--- config.mk ---
export PLATFORM = sky130hd
export DESIGN_NAME = trace_ring_buf
export DESIGN_NICKNAME = d
export VERILOG_FILES = /design/src/rtl/trb_pkg.sv /design/src/rtl/trb_ram.sv /design/src/rtl/trb_capture.sv /design/src/rtl/trb_host_regs.sv /design/src/rtl/trace_ring_buf.sv
export SDC_FILE = /design/constraint.sdc
export NUM_CORES = 1
export LEC_CHECK = 0
export BUFFER_PORTS_ARGS = -buffer_cell sky130_fd_sc_hd__buf_4
export CAP_MARGIN = 0
export CORE_ASPECT_RATIO = 0.8
export CORE_MARGIN = 3
export CORE_UTILIZATION = 30
export DETAILED_ROUTE_END_ITERATION = 16
export GPL_ROUTABILITY_DRIVEN = 0
export SYNTH_ARGS = -nofsm -noshare
export SYNTH_HDL_FRONTEND = slang
export SYNTH_SLANG_ARGS = --single-unit
--- constraint.sdc ---
create_clock -name clk_i -period 3.85 [get_ports clk_i]
set_input_delay 0.1925 -clock clk_i [delete_from_list [all_inputs] [get_ports clk_i]]
set_output_delay 0.1925 -clock clk_i [all_outputs]
set_load 0.02 [all_outputs]
--- src/rtl/trb_pkg.sv ---
package trb_pkg;
  localparam int DATA_W = 32;
  localparam int ADDR_W = 7;

  typedef enum logic [ADDR_W-1:0] {
    A_ID    = 7'd0,
    A_DEPTH = 7'd1,
    A_WIDTH = 7'd2,
    A_STAT  = 7'd3,
    A_DATA  = 7'd4,
    A_RPTR  = 7'd5,
    A_WPTR  = 7'd6,
    A_TCNT  = 7'd7,
    A_CTRL  = 7'd8
  } reg_addr_e;

  typedef struct packed {
    logic              wr;
    logic [ADDR_W-1:0] addr;
    logic [DATA_W-1:0] data;
  } scan_word_t;

  typedef struct packed {
    logic df_empty;
    logic acq_done;
    logic triggered;
    logic full;
  } stat_t;
endpackage

--- src/rtl/trb_ram.sv ---
module trb_ram #(
  parameter int DEPTH = 16,
  parameter int DW    = 32,
  localparam int AW   = $clog2(DEPTH)
) (
  input  logic          clk_i,
  input  logic          we_i,
  input  logic [AW-1:0] waddr_i,
  input  logic [DW-1:0] wdata_i,
  input  logic [AW-1:0] raddr_i,
  output logic [DW-1:0] rdata_o
);
  logic [DW-1:0] mem_q [DEPTH];

  always_ff @(posedge clk_i) begin
    if (we_i) mem_q[waddr_i] <= wdata_i;
  end

  assign rdata_o = mem_q[raddr_i];
endmodule

--- src/rtl/trb_capture.sv ---
module trb_capture
  import trb_pkg::*;
#(
  parameter int DEPTH = 16,
  localparam int AW   = $clog2(DEPTH)
) (
  input  logic              clk_i,
  input  logic              rst_ni,
  input  logic              en_i,
  input  logic              valid_i,
  input  logic [DATA_W-1:0] data_i,
  input  logic              trig_i,
  input  logic              clr_i,
  input  logic              wp_wr_i,
  input  logic [AW-1:0]     wp_val_i,
  input  logic              tc_wr_i,
  input  logic [DATA_W-1:0] tc_val_i,
  output logic              we_o,
  output logic [AW-1:0]     waddr_o,
  output logic [DATA_W-1:0] wdata_o,
  output logic [AW-1:0]     wptr_o,
  output logic [DATA_W-1:0] tcnt_o,
  output stat_t             stat_o
);
  logic              stage_v_q;
  logic [DATA_W-1:0] stage_d_q;
  logic [AW-1:0]     wptr_q;
  logic [DATA_W-1:0] tcnt_q;
  logic              full_q, trig_q, acq_q;
  logic              accept, done_now;

  assign accept   = en_i && !acq_q && valid_i;
  assign done_now = accept && ((!trig_q && trig_i && tcnt_q == '0) ||
                               (trig_q && tcnt_q == DATA_W'(1)));

  always_ff @(posedge clk_i or negedge rst_ni) begin
    if (!rst_ni) begin
      stage_v_q <= 1'b0;
      stage_d_q <= '0;
    end else begin
      stage_v_q <= accept;
      if (accept) stage_d_q <= data_i;
    end
  end

  always_ff @(posedge clk_i or negedge rst_ni) begin
    if (!rst_ni)        wptr_q <= '0;
    else if (wp_wr_i)   wptr_q <= wp_val_i;
    else if (stage_v_q) wptr_q <= wptr_q + AW'(1);
  end

  always_ff @(posedge clk_i or negedge rst_ni) begin
    if (!rst_ni) tcnt_q <= '0;
    else if (tc_wr_i) tcnt_q <= tc_val_i;
    else if (accept && trig_q && tcnt_q != '0) tcnt_q <= tcnt_q - DATA_W'(1);
  end

  always_ff @(posedge clk_i or negedge rst_ni) begin
    if (!rst_ni) begin
      full_q <= 1'b0;
      trig_q <= 1'b0;
      acq_q  <= 1'b0;
    end else if (clr_i) begin
      full_q <= 1'b0;
      trig_q <= 1'b0;
      acq_q  <= 1'b0;
    end else begin
      if (stage_v_q && wptr_q == AW'(DEPTH - 1)) full_q <= 1'b1;
      if (accept && trig_i) trig_q <= 1'b1;
      if (done_now) acq_q <= 1'b1;
    end
  end

  assign we_o    = stage_v_q;
  assign waddr_o = wptr_q;
  assign wdata_o = stage_d_q;
  assign wptr_o  = wptr_q;
  assign tcnt_o  = tcnt_q;
  assign stat_o  = '{df_empty: !stage_v_q, acq_done: acq_q, triggered: trig_q, full: full_q};

  AST_WPTR_STEP: assert property (@(posedge clk_i) disable iff (!rst_ni)
    stage_v_q && !wp_wr_i |=> wptr_q == $past(wptr_q) + AW'(1));
  AST_FULL_STICKY: assert property (@(posedge clk_i) disable iff (!rst_ni)
    full_q && !clr_i |=> full_q);
  AST_NO_ACCEPT_DONE: assert property (@(posedge clk_i) disable iff (!rst_ni)
    acq_q && !clr_i |=> !stage_v_q);
  AST_DONE_AFTER_TRIG: assert property (@(posedge clk_i) disable iff (!rst_ni)
    acq_q |-> trig_q);
endmodule

--- src/rtl/trb_host_regs.sv ---
module trb_host_regs
  import trb_pkg::*;
#(
  parameter int          DEPTH  = 16,
  parameter logic [31:0] ID_VAL = 32'h7B31_0A01,
  localparam int         AW     = $clog2(DEPTH)
) (
  input  logic              clk_i,
  input  logic              rst_ni,
  input  logic              upd_i,
  input  scan_word_t        dr_i,
  input  stat_t             stat_i,
  input  logic [AW-1:0]     wptr_i,
  input  logic [DATA_W-1:0] tcnt_i,
  input  logic [DATA_W-1:0] ram_rdata_i,
  output logic [DATA_W-1:0] rdata_o,
  output logic [AW-1:0]     rptr_o,
  output logic [1:0]        ctrl_o,
  output logic              clr_o,
  output logic              wp_wr_o,
  output logic              tc_wr_o,
  output logic [DATA_W-1:0] wr_val_o
);
  logic              rd, wr;
  logic [DATA_W-1:0] rmux, rdata_q;
  logic [AW-1:0]     rptr_q;
  logic [1:0]        ctrl_q;

  assign rd = upd_i && !dr_i.wr;
  assign wr = upd_i && dr_i.wr;

  always_comb begin
    case (dr_i.addr)
      A_ID:    rmux = ID_VAL;
      A_DEPTH: rmux = DATA_W'(DEPTH);
      A_WIDTH: rmux = DATA_W'(DATA_W);
      A_STAT:  rmux = DATA_W'(stat_i);
      A_DATA:  rmux = ram_rdata_i;
      A_RPTR:  rmux = DATA_W'(rptr_q);
      A_WPTR:  rmux = DATA_W'(wptr_i);
      A_TCNT:  rmux = tcnt_i;
      A_CTRL:  rmux = DATA_W'(ctrl_q);
      default: rmux = '0;
    endcase
  end

  always_ff @(posedge clk_i or negedge rst_ni) begin
    if (!rst_ni) begin
      rdata_q <= '0;
      rptr_q  <= '0;
      ctrl_q  <= '0;
    end else begin
      if (rd)      rdata_q <= rmux;
      else if (wr) rdata_q <= '0;
      if (wr && dr_i.addr == A_RPTR)      rptr_q <= dr_i.data[AW-1:0];
      else if (rd && dr_i.addr == A_DATA) rptr_q <= rptr_q + AW'(1);
      if (wr && dr_i.addr == A_CTRL) ctrl_q <= dr_i.data[1:0];
    end
  end

  assign rdata_o  = rdata_q;
  assign rptr_o   = rptr_q;
  assign ctrl_o   = ctrl_q;
  assign clr_o    = wr && dr_i.addr == A_CTRL && dr_i.data[0];
  assign wp_wr_o  = wr && dr_i.addr == A_WPTR;
  assign tc_wr_o  = wr && dr_i.addr == A_TCNT;
  assign wr_val_o = dr_i.data;

  AST_RPTR_ADV: assert property (@(posedge clk_i) disable iff (!rst_ni)
    rd && dr_i.addr == A_DATA |=> rptr_q == $past(rptr_q) + AW'(1));
  AST_RDATA_HOLD: assert property (@(posedge clk_i) disable iff (!rst_ni)
    !upd_i |=> $stable(rdata_q));
  AST_WR_ZERO: assert property (@(posedge clk_i) disable iff (!rst_ni)
    wr |=> rdata_q == '0);
endmodule

--- src/rtl/trace_ring_buf.sv ---
module trace_ring_buf
  import trb_pkg::*;
#(
  parameter int          DEPTH  = 16,  // power of two
  parameter logic [31:0] ID_VAL = 32'h7B31_0A01
) (
  input  logic        clk_i,
  input  logic        rst_ni,
  input  logic        scan_upd_i,
  input  logic [39:0] scan_dr_i,
  output logic [31:0] scan_rdata_o,
  input  logic        trc_valid_i,
  input  logic [31:0] trc_data_i,
  input  logic        trc_trig_i,
  output logic        demux_mode_o
);
  localparam int AW = $clog2(DEPTH);

  stat_t             stat;
  logic [AW-1:0]     wptr, rptr, waddr;
  logic [DATA_W-1:0] tcnt, ram_rdata, wdata, wr_val;
  logic [1:0]        ctrl;
  logic              clr, wp_wr, tc_wr, we;

  trb_host_regs #(.DEPTH(DEPTH), .ID_VAL(ID_VAL)) u_host (
    .clk_i      (clk_i),
    .rst_ni     (rst_ni),
    .upd_i      (scan_upd_i),
    .dr_i       (scan_word_t'(scan_dr_i)),
    .stat_i     (stat),
    .wptr_i     (wptr),
    .tcnt_i     (tcnt),
    .ram_rdata_i(ram_rdata),
    .rdata_o    (scan_rdata_o),
    .rptr_o     (rptr),
    .ctrl_o     (ctrl),
    .clr_o      (clr),
    .wp_wr_o    (wp_wr),
    .tc_wr_o    (tc_wr),
    .wr_val_o   (wr_val)
  );

  trb_capture #(.DEPTH(DEPTH)) u_cap (
    .clk_i   (clk_i),
    .rst_ni  (rst_ni),
    .en_i    (ctrl[0]),
    .valid_i (trc_valid_i),
    .data_i  (trc_data_i),
    .trig_i  (trc_trig_i),
    .clr_i   (clr),
    .wp_wr_i (wp_wr),
    .wp_val_i(wr_val[AW-1:0]),
    .tc_wr_i (tc_wr),
    .tc_val_i(wr_val),
    .we_o    (we),
    .waddr_o (waddr),
    .wdata_o (wdata),
    .wptr_o  (wptr),
    .tcnt_o  (tcnt),
    .stat_o  (stat)
  );

  trb_ram #(.DEPTH(DEPTH), .DW(DATA_W)) u_ram (
    .clk_i  (clk_i),
    .we_i   (we),
    .waddr_i(waddr),
    .wdata_i(wdata),
    .raddr_i(rptr),
    .rdata_o(ram_rdata)
  );

  assign demux_mode_o = ctrl[1];
endmodule

==> summary.md, run 1 <==
| Metric | Value |
|---|---|
| Hold Path Stages | `5` |
| Critical setup path kind | `register to register` |
| Die H | `264 um` |
| Largest family of logic cells by synthesized area | `multiplexers` |
| Top post-synthesis cells by area | `edfxtp_1 61%, mux4_2 11%, dfrtp_1 11%` |
| Dpl hpwl | `42.7 mm` |
| CP required | `4.39 ns` |
| TritonRoute pass-1 iters | `5` |
| Postcts setup bufs | `0` |
| Xor/xnor cell area share of the yosys netlist | `0.00420` |
| Worst EP arrival | `3.39 ns` |
| Crit path time final | `between 2 and 3 ns` |
| Share of the synthesized area in the top cell type | `0.614` |
| Asr flop ratio synth | `0.177` |
| Resize count post-CTS | `0` |
| Final net count | `1769` |
| Clock buffer depth | `3` |
| Max Cap Viol | `0` |
| DRT iter0 DRCs | `approximately 1600` |
| Syn Area/Cell | `16.9 um2` |
| Crit. End Element | `register` |
| DR vias/cell | `5.07` |
| CTS Root Cell | `clkbuf_16` |
| Mux contribution to synthesized area | `0.131` |
| Status | `completed` |
| First-pass GRT wire length | `roughly 98 mm` |
| Synth Area in Compound Gates | `0.0424` |
| Clock power frac | `0.380` |
| PortBufs | `109` |
| Largest net degree at the start of global routing | `69` |
| Min Hold Slack | `roughly 0.043 ns` |
| Clock H-tree levels | `2` |
| Mapped Cells | `about 1500` |
| Tcrit/Tclk final | `0.741` |
| Mapped Area | `roughly 0.025 mm2` |
| Final non-filler cell total | `2843` |
| I/O pin total | `110` |
| Total track usage | `0.154` |
| Area leader, netlist | `edfxtp_1` |
| Gr ovfl total | `0` |
| Cell area after layout | `0.0301 mm2` |
| Pleak | `10.4 nW` |
| CTS tree | `done` |
| Reg-to-reg critical path endpoint | `u_cap.tcnt_o[28]` |
| Worst Hold Class | `primary input to register` |
| Cells after DPL | `2660` |
| Net Sw Frac | `0.240` |
| FF+latch count, synth | `622` |
| Post-synth EDFFs | `512` |
| RSZ-0062 raised after global routing | `no` |
| Initial antenna violation count | `6` |
| Post-synthesis sequential area ratio | `0.724` |
| CTS Buf Count | `59` |
| Core Util, Final | `0.365` |
| Max-slew violations | `0` |
| Routed via count | `14400` |
| CP Max Fanout | `14` |
| Library cells used by synthesis | `66` |
| Worst slew pin tran | `1.13 ns` |
| Wire per inst | `23.8 um` |
| CTS clk-pin slew, worst paths | `0.06 ns` |
| Synth Area in Simple Gates | `0.0784` |
| Core Area | `0.0824 mm2` |
| Worst hold start | `trc_valid_i` |
| Worst Skew | `roughly 0.024 ns` |
| F_max | `between 300 and 400 MHz` |
| Cell Pwr Density | `530 mW/mm2` |
| P&R area growth vs syn | `20.1%` |
| Vias in the first global route | `14200` |
| Final number of hold-violating endpoints | `0` |
| Max-slew headroom | `0.238` |
| Initial Util | `0.304` |
| Worst-Skew Late Latency | `0.63 ns` |
| Sequential share of power | `0.532` |
| WHS Endpoint | `u_cap.acq_q` |
| FP Rows | `94` |
| Mapped Nets | `1567` |
| Post-route setup slack | `0.998 ns` |
| Die area | `~0.087 mm2` |
| Main synth FF type | `edfxtp_1` |
| Reg-to-reg slack, setup | `1.0 ns` |
| Critical path launch point type | `register` |
| DRC Markers | `0` |
| Logic pwr share | `0.088` |
| Clock sink count | `622` |
| Synth Area in Adders | `0.00350` |
| Worst vdd ir | `roughly 0.34 mV` |
| Power, Total | `15.9 mW` |
| Antenna Nets Post-Route | `0` |
| Placed instance area | `0.0274 mm2` |
| Final wirelength | `67.7 mm` |
| Hold_buf cts | `just under 70` |
| Reg2Reg Depth | `5` |
| Ratio of cells with drive above 1 in the final layout | `0.250` |
| Cell-internal power | `12.1 mW` |
| Yosys warns | `0` |
| Final setup viols | `0` |
| Post-route setup TNS | `0 ns` |
| Die W | `329 um` |
| NetSw | `between 3 and 4 mW` |
| Pre-CTS WS | `around 1.2 ns` |
| Reg2reg start | `u_cap.tcnt_o[10]` |
placed cells by master, fill, tap and decap left out, types with 17 or more instances in the layout:
cell type,instances
edfxtp_1,512
nand2_1,252
buf_4,145
mux4_2,127
dfrtp_1,107
dlygate4sd3_1,68
clkbuf_16,60
nor2_1,43
o21ai_0,32
mux2_2,27
nand3_1,22
a31oi_1,21
or3_1,17
worst max-delay path by stage:
stage | end | slack [ns] | from | depth (start not counted)
after floorplan | u_ram.mem_q[2][0] | 0.44 | u_cap.waddr_o[0] | 4
after global routing | u_cap.tcnt_o[28] | 0.79 | u_cap.tcnt_o[10] | 5
after detailed placement | u_host.rdata_o[6] | 1.16 | scan_dr_i[37] | 7
final | u_cap.tcnt_o[28] | 1.0 | u_cap.tcnt_o[10] | 5
after CTS | u_cap.tcnt_o[28] | 1.12 | u_cap.tcnt_o[8] | 5
after global placement | u_host.rdata_o[6] | 1.21 | scan_dr_i[37] | 7
worst max-delay path, stage by stage, from the launching register on:
cell     delay [ns]
dfrtp_1        0.48
nor3_1         0.58
and3_1         0.46
nand3_1        0.46
or4_1          0.63
a31oi_1        0.18
power by group through the flow:
stage	registers (mW)	logic (mW)	clock network, mW
floorplan	8.34	0.986	0
global placement	8.57	1.33	0
detailed placement	8.62	1.34	0
CTS	8.48	1.41	6.17
global route	8.56	1.54	6.46
finish	8.48	1.40	6.06
flip-flops by register name, indices dropped and copies added (netlist names):
register / flops
u_ram.mem_q: 512
u_cap.tcnt_o: 32
u_cap.wdata_o: 32
u_host.rdata_o: 32
u_cap.waddr_o: 4
u_host.rptr_o: 4
u_host.ctrl_o: 2
u_cap.acq_q: 1
u_cap.full_q: 1
u_cap.trig_q: 1
u_cap.we_o: 1
cell type report:
type                    count  area [um2]
fillers                  7685       52400
diodes                      4        10.0
well taps                1104        1380
multi-input cells         765        6550
inverters                  17        63.8
clock buffers              83        1680
repair buffers            220        1900
clock inverters            28         365
flip-flops and latches    622       18100
cells by family after synthesis:
| kind of cell | after synthesis |
|---|---|
| mux | 166 |
| compound gates | 149 |
| buf+inv | 96 |
| fa+ha+maj | 7 |
| xor+xnor | 12 |
| flops | 622 |
| simple gates | 431 |
layer usage:
metal  vias to the layer above  track usage  routed length [um]
met5                         -            0                  34
met4                         4       0.0384                1450
met3                       107       0.0432                6800
met2                       612        0.221               28900
met1                      7446        0.230               30500
li1                       6246            -                   -
synth_stat cells (all sizes together), types with 3 or more instances:
cell type and n:
clkbuf 36, a2111oi 3, dfrtp 110, or2 7, o211ai 3, nand2b 5
ha 7, a221oi 15, xor2 4, mux4 127, nand2 252, xnor2 8
and2 19, nor3 15, a222oi 15, mux2 27, buf 43, inv 15
a22oi 14, and3 7, edfxtp 512, o31ai 8, nand3 22, or3 17
nor2 45, o21ai 35, o221ai 5, nor4 7, or4 13, a31oi 21
nor2b 3, mux2i 12, nand4 7, a21oi 13
Note: power is estimated with default switching activity, not from simulation.
==> inputs of run 2 (changes only) <==
Settings changed: ABC_AREA from default to 1.
Clock period 3.85 ns to 2.9 ns, I/O delays scaled along.
==> summary.md, run 2 <==
| Metric | Value |
|---|---|
| Resize count post-CTS | `0` |
| Die H | `275 um` |
| RSZ-0062 raised after global routing | `no` |
| Total track usage | `0.164` |
| Top post-synthesis cells by area | `edfxtp_1 57%, nand2_1 15%, dfrtp_1 10%` |
| Clock sink count | `622` |
| TritonRoute pass-1 iters | `6` |
| Cells after DPL | `4025` |
| Largest net degree at the start of global routing | `101` |
| CP Max Fanout | `a little under 100` |
| Max Cap Viol | `0` |
| Main synth FF type | `edfxtp_1` |
| Status | `completed` |
| CP max stage delay | `0.74 ns` |
| FF/Latch Area | `0.0181 mm2` |
| Commonest cells after routing, fill and taps aside | `1085 x nand2_1, 512 x edfxtp_1, 335 x nand3_1` |
| Yosys warns | `0` |
| Initial antenna violation count | `0` |
| Antenna Nets Post-Route | `0` |
| Clock power frac | `0.383` |
| Worst slew pin tran | `0.657 ns` |
| Die area | `~0.094 mm2` |
| NetSw | `5.15 mW` |
| Worst vdd ir | `0.461 mV` |
| Antenna cell count | `0` |
| DR vias/cell | `4.74` |
| Dpl hpwl | `~47 mm` |
| Final non-filler cell total | `4202` |
| CTS Root Cell | `clkbuf_16` |
| Post-synthesis sequential area ratio | `0.667` |
| Cell-internal power | `approximately 15 mW` |
| Most common cell after layout, fill and taps aside | `nand2_1` |
| Library cells used by synthesis | `37` |
| Final number of hold-violating endpoints | `0` |
| Worst EP arrival | `2.79 ns` |
| Max-slew headroom | `0.562` |
| Pleak | `13.0 nW` |
| Final setup viols | `0` |
| Number of flip-flops in the largest register | `512` |
| Tcrit/Tclk final | `0.770` |
| P&R area growth vs syn | `19.1%` |
| Post-synth EDFFs | `just over 500` |
| Synth cell count leaders | `1085 x nand2_1, 512 x edfxtp_1, 335 x nand3_1, 232 x nor2_1, 194 x inv_1` |
| Syn Area/Cell | `9.77 um2` |
| Post-route setup TNS | `0 ns` |
| FP Rows | `98` |
| FF+latch count, synth | `622` |
| Mapped Area | `0.0272 mm2` |
| CTS clk-pin slew, worst paths | `around 0.070 ns` |
| Core Area | `0.0895 mm2` |
| Reg with most FFs | `u_ram.mem_q` |
| Mapped Cells | `2779` |
| CTS Buf Count | `57` |
| I/O pin total | `110` |
| CP required | `3.45 ns` |
| PortBufs | `109` |
| Most frequent cell after synthesis | `nand2_1` |
| First-pass GRT wire length | `around 120 mm` |
| Clock H-tree levels | `2` |
| CTS tree | `done` |
| Critical path launch point type | `register` |
| Crit path time final | `approximately 2.2 ns` |
| Logic pwr share | `0.124` |
| F_max | `448 MHz` |
| DRC Markers | `0` |
| Gr ovfl total | `0` |
| Mapped Nets | `around 2900` |
| DRT iter0 DRCs | `approximately 1900` |
| Multi-input gate area | `0.00785 mm2` |
| Worst Skew | `0.0134 ns` |
| Ratio of cells with drive above 1 in the final layout | `0.104` |
| Core Util, Final | `0.361` |
| Die W | `342 um` |
| Worst-Skew Late Latency | `between 0.6 and 0.7 ns` |
| Cell Pwr Density | `612 mW/mm2` |
| CP max-delay cell | `dfrtp_4` |
| Clock buffer depth | `3` |
| Net Sw Frac | `0.260` |
| Crit. End Element | `register` |
| Final wirelength | `around 78 mm` |
| Wire per inst | `18.6 um` |
| Area leader, netlist | `edfxtp_1` |
| Worst Hold Class | `primary input to register` |
| Final net count | `3039` |
| Most used cell along the critical path | `nand2_1` |
| Vias in the first global route | `18900` |
| Max-slew violations | `0` |
| Worst Path Buf+Inv | `1` |
| CP delay by family, top | `simple AND/OR/NAND/NOR gates` |
| Critical setup path kind | `register to register` |
| Initial Util | `0.303` |
| Asr flop ratio synth | `0.177` |
| Critical path, cell by cell | `buf_12 -> nand2_1 -> nand3_1 -> nand2_1 -> nor2_1 -> nand2_1 -> nand2_1 -> nand2_1 -> nand2_1 -> nand2_1 -> nand2_1` |
| Routed via count | `19900` |
| Share of the synthesized area in the top cell type | `0.566` |
| Fill cells | `8920` |
| Power, Total | `19.8 mW` |
| Sequential share of power | `0.494` |
run 2: worst paths after layout:
path / startpoint / cells after the start / slack [ns] / endpoint
worst max-delay path: u_host.rptr_o[0] / 11 / 0.67 / u_host.rdata_o[22]
min in group asynchronous: rst_ni / 2 / 0.07 / u_host.rdata_o[4]
worst min register to register: u_host.rdata_o[28] / 2 / 0.48 / u_host.rdata_o[28]
max in group asynchronous: rst_ni / 3 / 1.89 / u_host.rdata_o[28]
worst min-delay path: scan_dr_i[34] / 5 / 0.05 / u_host.ctrl_o[1]
worst max register to register: u_host.rptr_o[0] / 11 / 0.67 / u_host.rdata_o[22]
run 2: per-layer routing:
layer,vias to the layer above,global-route usage,share of wire
met4,0,0.0430,0.025
met3,116,0.0269,0.066
met5,-,0,0
li1,9476,-,-
met1,9635,0.236,0.46
met2,674,0.256,0.45
run 2: repair_timing:
action | 4_1_cts | 5_1_grt
buffers inserted | 0 | 0
hold buffers | 71 | 0
hold endpoints to repair | 137 | 0
run 2: stage by stage:
stage	hold slack [ns]	cell area, um2	setup slack, ns
2_1_floorplan	-0.151	27200	0.350
3_3_place_gp	0.135	29800	0.697
3_5_place_dp	0.140	29800	0.675
4_1_cts	0.00286	32300	0.705
5_1_grt	0.0771	32300	0.468
6_report	0.0547	32300	0.667
run 2: cell families (layout without fill, tap and decap cells):
group | count (synthesis) | count (layout) | share of synthesized area
buffers and inverters | 330 | 553 | 0.0487
AOI/OAI and AO/OA | 119 | 119 | 0.0239
adders and majority gates | 7 | 7 | 0.00322
DFF | 622 | 622 | 0.667
and+or+nand+nor | 1695 | 1695 | 0.255
xor gates and xnor gates | 6 | 6 | 0.00193
run 2: worst min-delay path, stage by stage:
cell     delay, ns
buf_4         0.09
nor2_1        0.07
nand4_1       0.19
nand2_1       0.07
o21ai_0       0.06
run 2: layout make-up:
cell class / instances / area share
Timing Repair Buffer: 246 / 0.0701
Clock inverter: 30 / 0.00897
Inverter: 201 / 0.0235
Tap cell: 1200 / 0.0464
Sequential cell: 622 / 0.561
Multi-Input combinational cell: 1827 / 0.243
Clock buffer: 76 / 0.0479
run 2: power groups by stage:
stage | combinational, mW | clock, mW | sequential (mW)
global placement | 2.35 | 0 | 9.96
floorplan | 1.53 | 0 | 9.90
finish | 2.45 | 7.57 | 9.78
CTS | 2.45 | 7.71 | 9.77
global route | 2.73 | 8.09 | 9.78
detailed placement | 2.36 | 0 | 9.96
==> inputs of run 3 (changes only) <==
Settings changed: ABC_AREA 1 to 0.
Clock period 2.9 ns to 2.2 ns, I/O delays scaled along.
==> summary.md, run 3 (same netlist as run 1, synthesis figures left out) <==
| Metric | Value |
|---|---|
| Core Util, Final | `0.379` |
| CTS clk-pin slew, worst paths | `~0.06 ns` |
| Clock H-tree levels | `2` |
| Critical path, cell by cell | `or4_4 -> and4b_4 -> a2111o_1 -> buf_4 -> nor4_1 -> o31a_1` |
| Final number of hold-violating endpoints | `0` |
| Pleak | `11.1 nW` |
| Post-route setup slack | `-0.0171 ns` |
| Commonest cells after routing, fill and taps aside | `512 x edfxtp_1, 252 x nand2_1, 215 x buf_4` |
| Gr ovfl total | `0` |
| Final setup viols | `2` |
| CP delay by family, top | `simple AND/OR/NAND/NOR gates` |
| Total track usage | `0.158` |
| Routed via count | `between 10000 and 15000` |
| Clock buffer depth | `3` |
| Worst slew pin tran | `0.813 ns` |
| Worst-Skew Late Latency | `0.61 ns` |
| Worst Path Buf+Inv | `1` |
| Wire per inst | `23.7 um` |
| DRC Markers | `0` |
| Most common cell after layout, fill and taps aside | `edfxtp_1` |
| Max-slew violations | `0` |
| Clock sink count | `roughly 620` |
| Max Cap Viol | `0` |
| Reg-to-reg slack, setup | `-0.02 ns` |
| P&R area growth vs syn | `24.8%` |
| FP Rows | `94` |
| Largest net degree at the start of global routing | `52` |
| Worst EP arrival | `around 2.7 ns` |
| Max-slew headroom | `0.444` |
| DR vias/cell | `5.07` |
| CP max stage delay | `around 0.57 ns` |
| CTS tree | `done` |
| CP max-delay cell | `or4_4` |
| Antenna Nets Post-Route | `0` |
| Final wirelength | `69.8 mm` |
| RSZ-0062 raised after global routing | `yes` |
| Final net count | `between 1500 and 2000` |
| Worst Hold Class | `primary input to async pin` |
| Failing checks | `setup timing` |
| TritonRoute pass-1 iters | `6` |
| Die H | `264 um` |
| Worst vdd ir | `roughly 0.53 mV` |
| CP required | `roughly 2.7 ns` |
| Initial antenna violation count | `2` |
| Core Area | `0.0824 mm2` |
| Power, Total | `28.0 mW` |
| Crit path time final | `2.22 ns` |
| PortBufs | `~110` |
| Reg with most FFs | `u_ram.mem_q` |
| Initial Util | `0.304` |
| CTS Buf Count | `59` |
| Status | `finished, violations left` |
| Tcrit/Tclk final | `1.01` |
| Cell Pwr Density | `894 mW/mm2` |
| I/O pin total | `110` |
| CTS Root Cell | `clkbuf_16` |
| Die W | `between 300 and 400 um` |
| CP Max Fanout | `5` |
| Crit. End Element | `register` |
| Number of flip-flops in the largest register | `512` |
| Critical setup path kind | `register to register` |
| Post-route setup TNS | `-0.0235 ns` |
| Worst Skew | `0.0158 ns` |
| F_max | `451 MHz` |
| Ratio of cells with drive above 1 in the final layout | `0.299` |
| Critical path launch point type | `register` |
| First-pass GRT wire length | `102 mm` |
| Die area | `around 0.087 mm2` |
| Dpl hpwl | `roughly 45 mm` |
| DRT iter0 DRCs | `1775` |
| Vias in the first global route | `about 15000` |
-- run 3: what timing repair did --
action | 4_1_cts | 5_1_grt
endpoints found under the hold margin | 156 | 0
pin swaps | 1 | 7
setup buffers | 2 | 3
setup endpoints to repair | 2 | 23
hold buffers | 70 | 0
gates resized for setup | 3 | 13
gates cloned | 0 | 2
-- run 3: final cells by class --
| class | instances | area [um2] |
|---|---|---|
| diodes | 1 | 2.50 |
| clock buffers | 80 | 1640 |
| clock inverters | 30 | 294 |
| fillers | 7567 | 51200 |
| inverters | 17 | 63.8 |
| multi-input cells | 766 | 6650 |
| flip-flops and latches | 622 | 18100 |
| well taps | 1104 | 1380 |
| repair buffers | 325 | 3110 |
-- run 3: through the flow --
stage / hold slack [ns] / cells / area (um2) / setup WS (ns)
3_3_place_gp: 0.120 / 2757 / 28500 / -0.0138
5_1_grt: 0.0455 / 2944 / 31300 / -0.0700
2_1_floorplan: -0.186 / 1483 / 25100 / -0.355
3_5_place_dp: 0.123 / 2757 / 28500 / -0.0782
4_1_cts: 0.00729 / 2939 / 31100 / 0.00420
6_report: 0.0232 / 2945 / 31300 / -0.0171
-- run 3: worst register-to-register path: cells and delay by family, from the launching register on --
kind	cells	cell delay (ns)
compound gates	2	0.54
flops	1	0.38
simple gates	3	1.02
buf+inv	1	0.16
-- run 3: worst paths after layout --
check,start,endpoint,depth (start not counted)
max,u_cap.tcnt_o[20],u_cap.tcnt_o[21],6
min in group clk_i,scan_dr_i[39],u_host.rptr_o[3],6
max in group asynchronous,rst_ni,u_cap.wdata_o[12],3
max reg2reg,u_cap.tcnt_o[20],u_cap.tcnt_o[21],6
min,rst_ni,u_cap.we_o,2
min reg2reg,u_cap.full_q,u_cap.full_q,2
-- run 3: power breakdown --
| part | leakage, nW | switching (mW) | total, mW | internal [mW] |
|---|---|---|---|---|
| Clock | 0.940 | 4.32 | 10.1 | 5.79 |
| Sequential | 6.15 | 0.920 | 14.7 | 13.8 |
| Combinational | 3.98 | 1.58 | 3.12 | 1.54 |
-- run 3: layer usage --
layer / vias up / routed length (um) / global-route usage
met5: - / 13 / 0
met4: 2 / 1390 / 0.0371
met3: 94 / 6700 / 0.0417
met2: 659 / 30400 / 0.231
met1: 7711 / 31300 / 0.235
li1: 6461 / - / -
